File: src/rtl/tmo_pkg.sv
package tmo_pkg;
    localparam logic [3:0] CMD_KEY      = 4'hA;
    localparam logic [2:0] A_THR_ACC    = 3'd0;
    localparam logic [2:0] A_THR_RSP    = 3'd1;
    localparam logic [2:0] A_CLR_TMO    = 3'd2;
    localparam logic [2:0] A_CLR_GLB    = 3'd3;
    localparam logic [2:0] A_SELFTEST   = 3'd4;

    typedef enum logic [1:0] {
        ST_IDLE = 2'd0,
        ST_RUN  = 2'd1,
        ST_WIPE = 2'd2
    } st_state_t;
endpackage

File: src/rtl/tmo_phase_timer.sv
module tmo_phase_timer #(
    parameter int CNT_W = 8
) (
    input  logic             clk,
    input  logic             rst_n,
    input  logic             run,
    input  logic             clr,
    input  logic [CNT_W-1:0] thr,
    output logic             sts,
    output logic             new_viol
);
    logic [CNT_W-1:0] cnt;
    logic             viol;

    always_comb begin
        viol     = (thr != '0) && (cnt >= thr);
        new_viol = viol && !sts && !clr;
    end

    always_ff @(posedge clk or negedge rst_n) begin
        if (!rst_n) begin
            cnt <= '0;
            sts <= 1'b0;
        end else if (clr) begin
            cnt <= '0;
            sts <= 1'b0;
        end else begin
            sts <= sts | viol;
            if (!run)
                cnt <= '0;
            else if (cnt != '1)
                cnt <= cnt + 1'b1;
        end
    end

    // saturate instead of wrapping
    a_r5_saturate: assert property (@(posedge clk) disable iff (!rst_n)
        (cnt == '1 && run && !clr) |=> (cnt == '1));
    // status is sticky
    a_r6_sticky: assert property (@(posedge clk) disable iff (!rst_n)
        (sts && !clr) |=> sts);
    // zero threshold never raises status
    a_r4_thr_zero: assert property (@(posedge clk) disable iff (!rst_n)
        (thr == '0 && !sts) |=> !sts);
endmodule

File: src/rtl/tmo_selftest.sv
module tmo_selftest
    import tmo_pkg::*;
#(
    parameter int WIN = 4
) (
    input  logic clk,
    input  logic rst_n,
    input  logic start,
    input  logic all_set,
    output logic force_on,
    output logic wipe,
    output logic done,
    output logic pass
);
    localparam int TW = (WIN > 1) ? $clog2(WIN) : 1;

    st_state_t       state, state_n;
    logic [TW-1:0]   tmr;
    logic            res_q;

    always_ff @(posedge clk or negedge rst_n) begin
        if (!rst_n) begin
            state <= ST_IDLE;
            tmr   <= '0;
            res_q <= 1'b0;
            done  <= 1'b0;
            pass  <= 1'b0;
        end else begin
            state <= state_n;
            unique case (state)
                ST_IDLE: begin
                    tmr <= '0;
                    if (start) begin
                        done  <= 1'b0;
                        pass  <= 1'b0;
                        res_q <= 1'b0;
                    end
                end
                ST_RUN: begin
                    tmr   <= tmr + 1'b1;
                    res_q <= all_set;
                end
                ST_WIPE: begin
                    done <= 1'b1;
                    pass <= res_q;
                end
                default: ;
            endcase
        end
    end

    always_comb begin
        state_n  = state;
        force_on = 1'b0;
        wipe     = 1'b0;
        unique case (state)
            ST_IDLE: begin
                wipe = start;
                if (start) state_n = ST_RUN;
            end
            ST_RUN: begin
                force_on = 1'b1;
                if (all_set || tmr == TW'(WIN - 1)) state_n = ST_WIPE;
            end
            ST_WIPE: begin
                wipe    = 1'b1;
                state_n = ST_IDLE;
            end
            default: state_n = ST_IDLE;
        endcase
    end

    // wipe lasts one cycle and returns to idle
    a_r11_wipe_once: assert property (@(posedge clk) disable iff (!rst_n)
        (state == ST_WIPE) |=> (state == ST_IDLE));
    // pass is only reported with done
    a_r11_pass_done: assert property (@(posedge clk) disable iff (!rst_n)
        pass |-> done);
endmodule

File: src/rtl/xact_timeout_mon.sv
module xact_timeout_mon
    import tmo_pkg::*;
#(
    parameter int N_INIT = 2,
    parameter int N_TGT  = 2,
    parameter int CNT_W  = 8,
    parameter int ST_WIN = 4
) (
    input  logic              clk,
    input  logic              rst_n,
    input  logic [N_INIT-1:0] req_vld,
    input  logic [N_INIT-1:0] req_acc,
    input  logic [N_INIT-1:0] rsp_acc,
    input  logic [N_TGT-1:0]  tgt_acc,
    input  logic [N_TGT-1:0]  tgt_rsp,
    input  logic              cfg_we,
    input  logic [2:0]        cfg_addr,
    input  logic [CNT_W-1:0]  cfg_wdata,
    output logic [N_INIT-1:0] sts_acc_to,
    output logic [N_INIT-1:0] sts_rsp_to,
    output logic              glb_err,
    output logic              err_evt,
    output logic [N_INIT-1:0] init_active,
    output logic [N_TGT-1:0]  tgt_active,
    output logic              st_done,
    output logic              st_pass
);
    logic [CNT_W-1:0]  thr_acc, thr_rsp, thr_acc_eff;
    logic              p_clr_tmo, p_clr_glb, p_start;
    logic              key_ok, force_on, wipe, clr_all;
    logic [N_INIT-1:0] rsp_pend, nv_acc, nv_rsp;

    assign key_ok = cfg_we && (cfg_wdata[3:0] == CMD_KEY);

    always_ff @(posedge clk or negedge rst_n) begin
        if (!rst_n) begin
            thr_acc   <= '0;
            thr_rsp   <= '0;
            p_clr_tmo <= 1'b0;
            p_clr_glb <= 1'b0;
            p_start   <= 1'b0;
        end else begin
            if (cfg_we && cfg_addr == A_THR_ACC) thr_acc <= cfg_wdata;
            if (cfg_we && cfg_addr == A_THR_RSP) thr_rsp <= cfg_wdata;
            p_clr_tmo <= key_ok && (cfg_addr == A_CLR_TMO);
            p_clr_glb <= key_ok && (cfg_addr == A_CLR_GLB);
            p_start   <= key_ok && (cfg_addr == A_SELFTEST);
        end
    end

    tmo_selftest #(.WIN(ST_WIN)) u_st (
        .clk(clk), .rst_n(rst_n), .start(p_start), .all_set(&sts_acc_to),
        .force_on(force_on), .wipe(wipe), .done(st_done), .pass(st_pass)
    );

    assign clr_all     = p_clr_tmo | wipe;
    assign thr_acc_eff = force_on ? CNT_W'(1) : thr_acc;

    for (genvar i = 0; i < N_INIT; i++) begin : g_init
        always_ff @(posedge clk or negedge rst_n) begin
            if (!rst_n)                        rsp_pend[i] <= 1'b0;
            else if (req_vld[i] && req_acc[i]) rsp_pend[i] <= 1'b1;
            else if (rsp_acc[i])               rsp_pend[i] <= 1'b0;
        end
        assign init_active[i] = req_vld[i] | rsp_pend[i];

        tmo_phase_timer #(.CNT_W(CNT_W)) u_acc (
            .clk(clk), .rst_n(rst_n),
            .run(force_on | (req_vld[i] & ~req_acc[i])),
            .clr(clr_all), .thr(thr_acc_eff),
            .sts(sts_acc_to[i]), .new_viol(nv_acc[i])
        );
        tmo_phase_timer #(.CNT_W(CNT_W)) u_rsp (
            .clk(clk), .rst_n(rst_n),
            .run(rsp_pend[i] & ~rsp_acc[i]),
            .clr(clr_all), .thr(thr_rsp),
            .sts(sts_rsp_to[i]), .new_viol(nv_rsp[i])
        );
    end

    for (genvar j = 0; j < N_TGT; j++) begin : g_tgt
        always_ff @(posedge clk or negedge rst_n) begin
            if (!rst_n)          tgt_active[j] <= 1'b0;
            else if (tgt_acc[j]) tgt_active[j] <= 1'b1;
            else if (tgt_rsp[j]) tgt_active[j] <= 1'b0;
        end
    end

    logic any_new;
    assign any_new = !force_on && (|nv_acc || |nv_rsp);

    always_ff @(posedge clk or negedge rst_n) begin
        if (!rst_n) begin
            err_evt <= 1'b0;
            glb_err <= 1'b0;
        end else begin
            err_evt <= any_new;
            glb_err <= (glb_err && !p_clr_glb) || any_new;
        end
    end

    // an event always comes with the global flag
    a_r7_evt_glb: assert property (@(posedge clk) disable iff (!rst_n)
        err_evt |-> glb_err);
    // global flag only drops on a clear command
    a_r7_glb_hold: assert property (@(posedge clk) disable iff (!rst_n)
        (glb_err && !p_clr_glb) |=> glb_err);
    // no events during a forced self-test run
    a_r11_no_evt: assert property (@(posedge clk) disable iff (!rst_n)
        force_on |=> !err_evt);
endmodule

File: config.mk
export PLATFORM = sky130hd
export DESIGN_NAME = xact_timeout_mon
export DESIGN_NICKNAME = d
export VERILOG_FILES = /design/src/rtl/tmo_pkg.sv /design/src/rtl/tmo_phase_timer.sv /design/src/rtl/tmo_selftest.sv /design/src/rtl/xact_timeout_mon.sv
export SDC_FILE = /design/constraint.sdc
export NUM_CORES = 1
export LEC_CHECK = 0
export CORE_MARGIN = 5
export CORE_UTILIZATION = 50
export CTS_CLUSTER_SIZE = 28
export DETAILED_ROUTE_END_ITERATION = 16
export PLACE_DENSITY_LB_ADDON = 0.05
export REMOVE_ABC_BUFFERS = 1
export SLEW_MARGIN = 20
export SYNTH_ARGS = -nofsm -noshare
export SYNTH_HDL_FRONTEND = slang
export SYNTH_SLANG_ARGS = --single-unit
File: constraint.sdc
create_clock -name clk -period 7.3 [get_ports clk]
set_input_delay 1.46 -clock clk [delete_from_list [all_inputs] [get_ports clk]]
set_output_delay 1.46 -clock clk [all_outputs]
set_load 0.1 [all_outputs]
== Word-level counts from Yosys, hierarchy flattened ==
Cells that the tools add are included.
Storage, ports and cells
  bits in registers: 68
Cells by class
  $add $sub $neg: 5
  $lt $le $gt $ge: 4
  equal/unequal tests: 18
  mux-type cells: 35
  bitwise operators: 17
  reductions and logical operators: 48
Operators by type and width (count)
  2-to-1 mux 8 bit: 13
  adder 8 x 1 -> 8 bit (second input constant): 4
  greater-or-equal comparator 8 bit: 4
  != test 8 bit (second input constant): 4
  logical AND 1 bit: 22
  nonzero test 8 bit: 2
  2-to-1 mux 1 bit: 14
  nonzero test 2 bit: 6
  != test 3 x 2 -> 1 bit (second input constant): 3
  OR 1 bit: 9
  one-hot mux 1 bit (2 select lines): 4
  one-hot mux 2 bit (2 select lines): 2
  AND reduction 2 bit: 4
  zero test 1 bit: 7
  equality test 3 x 2 -> 1 bit (second input constant): 2
  bitwise AND 1 bit: 4
  equality test 2 bit (second input constant): 2
  equality test 4 bit (second input constant): 1
  2-to-1 mux 2 bit: 2
  NOT 1 bit: 4
  OR reduction 2 bit: 2
  equality test 3 x 1 -> 1 bit (second input constant): 1
  equality test 3 bit (second input constant): 1
  zero test 3 bit: 1
  other kinds (7): 9

== Longest topological paths before layout ==
Gate-level depths: netlist of run 1.
  word-level depth: 11
  mapped depth: 11
  depth with buffers taken out: 9

== Modules after synthesis ==
A second synthesis of run 1 with hierarchy kept.
Unflattened totals
  cells, all modules: 406
  area, all modules: 3977.6 um^2
By module, submodules not included
  tmo_phase_timer: instances 4, cells an instance 76, area an instance 653.1 um^2
  xact_timeout_mon: instances 1, cells an instance 80, area an instance 1067.3 um^2
  tmo_selftest: instances 1, cells an instance 22, area an instance 297.8 um^2

== Worst setup path before layout of run 1 ==
Ideal clock, no wire load.
  path kind: in2out
  start: input port req_vld[1]
  end: output port init_active[1]
  arrival time: 1.968 ns
  required time: 5.840 ns
  setup slack: 3.872 ns
  stages: 1
  path through: or2_2
Between the ends
  cells in the longest elaborated chain, start to end: 1
Ends and longest elaborated chain
  start, declared: RTL line xact_timeout_mon.sv:11  | input logic [N_INIT-1:0] req_vld,
  OR 1 bit: RTL line xact_timeout_mon.sv:65  | assign init_active[i] = req_vld[i] | rsp_pend[i];
  end, declared: RTL line xact_timeout_mon.sv:23  | output logic [N_INIT-1:0] init_active,
No other way between the ends.

== Worst setup path after layout of run 1 ==
  start: input port req_vld[0]
  end: output port init_active[0]
Same word-level chain as after synthesis.

==> summary.txt, run 1 <==
Clocking
  – TritonCTS buffer count: 9
  – CTS root buf: clkbuf_8
  – Clock sink count: just under 70
  – H-tree levels: 3
  – Hold buffers post-CTS: 0
  – CTS Buffer Depth: 2
  – Post-CTS setup buffers: 0
  – PostCTS Resize Cnt: 0
  – Clk slew on worst S/H paths: 0.07 ns
  – CTS tree: yes
  – Clk Latency, worst-skew pair: between 0.3 and 0.4 ns

Finish
  – Syn-to-layout area delta: 17.5%
  – Post-Layout Cell Count: about 530
  – Commonest non-fill, non-tap cell in the layout: dfrtp_1
  – Most frequent cells in the layout: dfrtp_1, nor2_1, ha_1, clkdlybuf4s50_1, nand2_1
  – Fin util: 61.1%
  – Layout cells sized above 1: under 10%
  – Antenna cells: 0
  – # nets final: 489
  – Final Cell Area: between 4000 and 5000 um^2

Synthesis
  – Post-synth EDFFs: 0
  – Avg Synthesized Cell Area: between 9 and 10 um^2
  – Complex-gate fraction of the synthesized area: approximately an eighth
  – Netlist cell types: 54
  – Post-Synthesis Cells: around 390
  – Post-synthesis adder-cell area fraction: between 10% and 20%
  – Ys Warns: 0
  – Seq/Total Area, Yosys: 44.6%
  – Main combinational cell family by area after synthesis: simple AND/OR/NAND/NOR gates
  – Synth Area in Simple Gates: between 20% and 30%
  – Xor/xnor share of the synthesized area: approximately 1.6%
  – Async S/R FF share, synth: 100%
  – Main synth FF type: dfrtp_1
  – Mux contribution to synthesized area: 3.44%
  – Synthesized area: roughly 3800 um^2
  – FF+latch count, synth: between 60 and 70

Timing
  – Fin crit share: 63.7%
  – Least-Margin Pin Slew: 0.981 ns
  – Setup Skew: 0.00862 ns
  – Fmax: 215 MHz
  – TNS Setup: 0 ns
  – Post-layout minimum cycle time: approximately 4.7 ns
  – Worst slew margin: around a third
  – RSZ-0062 raised after global routing: false
  – Setup violators final: 0
  – Hold Vio Cnt, Final: 0
  – Hold_ws: 0.482 ns
  – Final setup margin: between 2 and 3 ns
  – Slew Limit Fails: 0

Worst setup path
  – CP Max Fanout: 3
  – Slowest CP cell: clkdlybuf4s50_1
  – RR Startpoint: u_st.state[1]
  – Worst Setup Start Kind: input pin
  – CP cell instances: clkdlybuf4s50_1, or2_2, clkdlybuf4s50_1
  – Max incr delay on CP: roughly 1.1 ns
  – Worst R2R Path Depth: 9
  – Crit-path most repeated cell: clkdlybuf4s50_1
  – Worst path arrival time: between 3 and 4 ns
  – Register-to-Register Setup Slack: between 4 and 5 ns
  – Data required, critical path: ~5.8 ns
  – RR Endpoint: glb_err
  – Crit. End Element: output port
  – Setup CP Type: input pin to output port

Floorplan
  – Core Region: 7330 um^2
  – DIE WIDTH: approximately 100 um
  – Initial Utilization: 52.0%
  – IO Count: 36
  – Row cnt: 31
  – Die Y: 97.3 um
  – Die area: ~9500 um^2

Route
  – Antenna Nets Post-Route: 0
  – Drt drc: 0
  – Final wirelength: around 7.6 mm
  – DR iter-0 viols: 99
  – Pre-Repair DR Iteration Count: 6
  – Vias per Instance: ~5.3
  – Routed wire per std cell: 14.3 um
  – Vias post-DR: between 2000 and 3000

Pwr
  – Total power: between 1 and 1.5 mW
  – LEAKAGE: 2.07 nW
  – VDD IR-drop max: 0.000144 V
  – Pwr per Cell Area: roughly 250 nW/um^2

GRT
  – Initial antenna violation count: 0
  – Global route overflow: 0
  – First-pass GRT wire length: approximately 13 mm
  – Vias in the first global route: 2902
  – Largest net degree at the start of global routing: 69
  – Global-route usage over all layers: between 10% and 20%

Placed design
  – Pre-CTS setup slack: 2.65 ns
  – DP Wirelength: between 5 and 6 mm
  – Final Wtd Congestion: a little under 0.8
  – Placed Cells: 516
  – Port Buffers: 35
  – Placed inst area: 4230 um^2

Run
  – Max_cap viols: 0

Run status
  – Status: finished, final reports clean

Hold path
  – Hold Crit Depth: 1
  – Worst hold path class: flop to flop
  – Hold Startpoint: tgt_active[1]
  – Hold endpoint: tgt_active[1]
-- layer usage --
layer	vias to the layer above	routed length, um	GRT usage [%]
met5	-	0	0
li1	1465	-	-
met1	1339	3540	21.2
met2	31	3800	29.8
met3	7	192	3.66
met4	0	91	5.64
-- cell usage after synthesis, drive strengths merged, types with 2 or more instances --
master | number | area share (%)
dfrtp | 68 | 45
nor2 | 41 | 4.1
o21ai | 41 | 5.5
ha | 37 | 12
nand2 | 29 | 2.9
nand3 | 24 | 3.3
inv | 21 | 2.1
and3 | 14 | 2.3
nand2b | 12 | 2.0
a21oi | 11 | 1.4
mux2 | 9 | 2.7
buf | 7 | 1.2
nor2b | 7 | 1.1
a211oi | 5 | 0.98
a21o | 5 | 0.98
nand4 | 5 | 0.82
o21a | 5 | 0.98
nor3 | 4 | 0.66
xor2 | 4 | 0.92
a2111oi | 3 | 0.72
clkbuf | 3 | 0.30
mux2i | 3 | 0.79
nor4b | 3 | 0.85
or3 | 3 | 0.49
or4 | 3 | 0.69
xnor2 | 3 | 0.69
a22o | 2 | 0.46
nand3b | 2 | 0.39
nor4 | 2 | 0.72
nor4bb | 2 | 0.52
o31ai | 2 | 0.39
or2 | 2 | 0.33
-- sequential cells by signal, indices dropped and copies added, names as in the netlist, 8 cells and up --
name / cells
g_init.u_rsp.cnt: 16
g_init.u_acc.cnt: 16
thr_acc: 8
thr_rsp: 8
-- logic make-up (layout without fill, tap and decap cells) --
logic type               after synthesis  count (layout)
flip-flops                            68              68
AND/OR/NAND/NOR                      155             155
multiplexers                          12              12
adder cells (fa/ha/maj)               37              37
XOR/XNOR                               7               7
AO/OA/AOI/OAI                         81              81
buffers and inverters                 31              73
-- layout make-up --
type,count,area [um^2]
timing repair buffer,36,353
fill,643,2850
tap,99,124
clock inverter,6,111
inverter,21,78.8
clock buffer,10,138
multi-input combinational,292,1980
sequential,68,1700
-- worst max-delay path: cells and delay by family --
family	cells	cell delay, ns
buffers and inverters	2	1.61
and+or+nand+nor	1	0.11
-- power by group --
| group | total [mW] | internal, mW | switching [mW] | leakage (nW) |
|---|---|---|---|---|
| Sequential | 0.448 | 0.417 | 0.0311 | 0.888 |
| Clock | 0.387 | 0.236 | 0.151 | 0.122 |
| Combinational | 0.308 | 0.0982 | 0.210 | 1.06 |
| Total | 1.14 | 0.751 | 0.391 | 2.07 |
-- worst max path at each step --
stage / slack, ns / from / endpoint
2_1_floorplan: 3.87 / req_vld[1] / init_active[1]
3_3_place_gp: 2.67 / req_vld[1] / init_active[1]
3_5_place_dp: 2.65 / req_vld[0] / init_active[0]
4_1_cts: 2.65 / req_vld[0] / init_active[0]
5_1_grt: 2.63 / req_vld[0] / init_active[0]
6_report: 2.65 / req_vld[0] / init_active[0]
Note: power is estimated with default switching activity, not from simulation.
==> run 2, diff against run 1 <==
==> constraint.sdc (replaced) <==
create_clock -name clk -period 3.9 [get_ports clk]
set_input_delay 0.78 -clock clk [delete_from_list [all_inputs] [get_ports clk]]
set_output_delay 0.78 -clock clk [all_outputs]
set_load 0.1 [all_outputs]
==> run 2 against run 1 <==
  * Hold slack lost 0.14 ns
  * Global-route usage is 0.54 points higher
  * Clock skew is 0.0016 ns higher
  * Combinational power increased by 88%
  * Critical path depth grew 6
  * Wire length is 2.5% higher
  * Clock power grew 79%
  * Sequential cell count unchanged
  * Largest power group unchanged
==> summary.txt, run 2 (synthesis gave the netlist of run 1 again) <==
Run status
  – Status: finished, final reports clean (unchanged)

Timing
  – RSZ-0062 raised after global routing: false (unchanged)
  – Slew Limit Fails: 0 (unchanged)
  – Setup Skew: 0.0103 ns (was 0.00862 ns)
  – Hold Vio Cnt, Final: 0 (unchanged)
  – Setup violators final: 0 (unchanged)
  – Fin crit share: slightly above 70%
  – Post-layout minimum cycle time: 2.81 ns
  – Least-Margin Pin Slew: 0.989 ns (was 0.981 ns)
  – Fmax: roughly 360 MHz
  – TNS Setup: 0 ns (unchanged)
  – Worst slew margin: 33.8% (was 34.4%)

Finish
  – Most frequent cells in the layout: dfrtp_1, nor2_1, ha_1, clkdlybuf4s50_1, nand2_1 (unchanged)
  – Syn-to-layout area delta: 17.5% (unchanged)
  – Fin util: 61.1% (unchanged)
  – Commonest non-fill, non-tap cell in the layout: dfrtp_1 (unchanged)
  – Post-Layout Cell Count: 534 (was 532)
  – Final Cell Area: 4480 um^2 (unchanged)
  – FILL cells: 613 (was 643)
  – # nets final: 491 (was 489)
  – Layout cells sized above 1: 8.51% (was 7.62%)
  – Biggest regs: g_init.u_acc.cnt x16, g_init.u_rsp.cnt x16 (unchanged)
  – Antenna cells: 0 (unchanged)

Worst setup path
  – Setup CP Type: flop to flop (was input pin to output port)
  – Worst path arrival time: 3.03 ns (was 3.19 ns)
  – Worst Setup Start Kind: flop (was input pin)
  – Crit. End Element: flop (was output port)
  – CP Max Fanout: 11 (was 3)
  – Data required, critical path: 4.12 ns (was 5.84 ns)

Pwr
  – LEAKAGE: 2.08 nW (was 2.07 nW)
  – Total power: 2.11 mW (was 1.14 mW)
  – Pwr per Cell Area: 471 nW/um^2 (was 255 nW/um^2)
  – VDD IR-drop max: 0.000237 V (was 0.000144 V)

GRT
  – Initial antenna violation count: 0 (unchanged)
  – Vias in the first global route: 2879 (was 2902)
  – Global-route usage over all layers: 17.7% (was 17.2%)
  – Largest net degree at the start of global routing: 31 (was 69)
  – Global route overflow: 0 (unchanged)
  – First-pass GRT wire length: 13.6 mm (was 13.4 mm)

Clocking
  – CTS Buffer Depth: 2 (unchanged)
  – H-tree levels: 3 (unchanged)
  – Hold buffers post-CTS: 0 (unchanged)
  – Clk slew on worst S/H paths: 0.08 ns (was 0.07 ns)
  – Post-CTS setup buffers: 0 (unchanged)
  – Clock sink count: 68 (unchanged)
  – Clk Latency, worst-skew pair: 0.34 ns (about the same)
  – CTS root buf: clkbuf_8 (unchanged)
  – CTS tree: yes (unchanged)
  – PostCTS Resize Cnt: 0 (unchanged)
  – TritonCTS buffer count: 9 (unchanged)

Placed design
  – Port Buffers: 35 (unchanged)
  – Placed Cells: 518 (was 516)
  – Placed inst area: 4240 um^2 (was 4230 um^2)
  – DP Wirelength: 6.12 mm (was 5.77 mm)
  – Final Wtd Congestion: 0.830 (was 0.780)

Hold path
  – Worst hold path class: input pin to async pin (was flop to flop)

Floorplan
  – Core Region: 7330 um^2 (unchanged)
  – DIE WIDTH: 97.3 um (unchanged)
  – Die Y: 97.3 um (unchanged)
  – Initial Utilization: 52.0% (unchanged)
  – IO Count: 36 (unchanged)
  – Row cnt: 31 (unchanged)
  – Die area: 9470 um^2 (unchanged)

Route
  – DR iter-0 viols: 80 (was 99)
  – Routed wire per std cell: 14.6 um (was 14.3 um)
  – Vias post-DR: 2878 (was 2842)
  – Drt drc: 0 (unchanged)
  – Antenna Nets Post-Route: 0 (unchanged)
  – Vias per Instance: 5.39 (was 5.34)
  – Final wirelength: 7.81 mm (was 7.62 mm)
  – Pre-Repair DR Iteration Count: 4 (was 6)

Run
  – Max_cap viols: 0 (unchanged)
## run 2: cell count changes in the layout (fill, tap and decap cells not counted), sizes merged
cell / delta
clkbuf: -1
clkdlybuf4s50: -2
clkinvlp: +1
buf: +4
## run 2: path summary, 6_finish.rpt
kind / from / end / slack, ns / cells past startpoint
worst max-delay path: u_st.state[1] / glb_err / 1.09 / 9
worst min-delay path: rst_n / g_init[0].u_acc.cnt[5] / 0.34 / 1
worst max register to register: u_st.state[1] / glb_err / 1.09 / 9
worst min register to register: tgt_active[0] / tgt_active[0] / 0.48 / 1
max in group asynchronous: rst_n / thr_acc[4] / 2.84 / 2
min in group clk: tgt_active[0] / tgt_active[0] / 0.48 / 1
## run 2: worst max-delay path, stage by stage (launching register included)
cell,delay [ns]
dfrtp_1,0.51
nand2b_1,0.39
nand2b_1,0.15
ha_1,0.29
nand2b_1,0.14
a2111oi_0,0.40
o21ai_1,0.18
nand3_2,0.08
o31ai_1,0.07
or4_1,0.47
## run 2: stage by stage
stage / setup slack (ns) / hold slack [ns]
after CTS: 1.13 / 0.338
after detailed placement: 1.14 / 0.467
after floorplan: 1.41 / 0.455
after global placement: 1.23 / 0.463
after global routing: 0.929 / 0.343
final: 1.09 / 0.341
## run 2: metal layers
layer | part of all wire [%] | GRT usage, % | wire, um | up-vias
met5 | 0 | 0 | 0 | -
met4 | 1.0 | 3.83 | 79 | 0
met3 | 2.2 | 5.24 | 172 | 8
met2 | 51 | 30.7 | 3990 | 22
met1 | 46 | 21.8 | 3560 | 1384
li1 | - | - | - | 1464
## run 2: area by class of cell
cell class                 instances  area [um^2]  area share, %
clock buffer                       9          124           2.76
clock inverter                     7          115           2.57
inverter                          21         78.8           1.76
multi-input combinational        292         1980           44.1
sequential                        68         1700           38.0
tap                               99          124           2.76
timing repair buffer              38          363           8.10
## run 2: where the power goes
part           leakage, nW  internal [mW]  switching (mW)
sequential           0.888          0.780          0.0617
clock                0.115          0.422           0.270
combinational         1.07          0.185           0.394
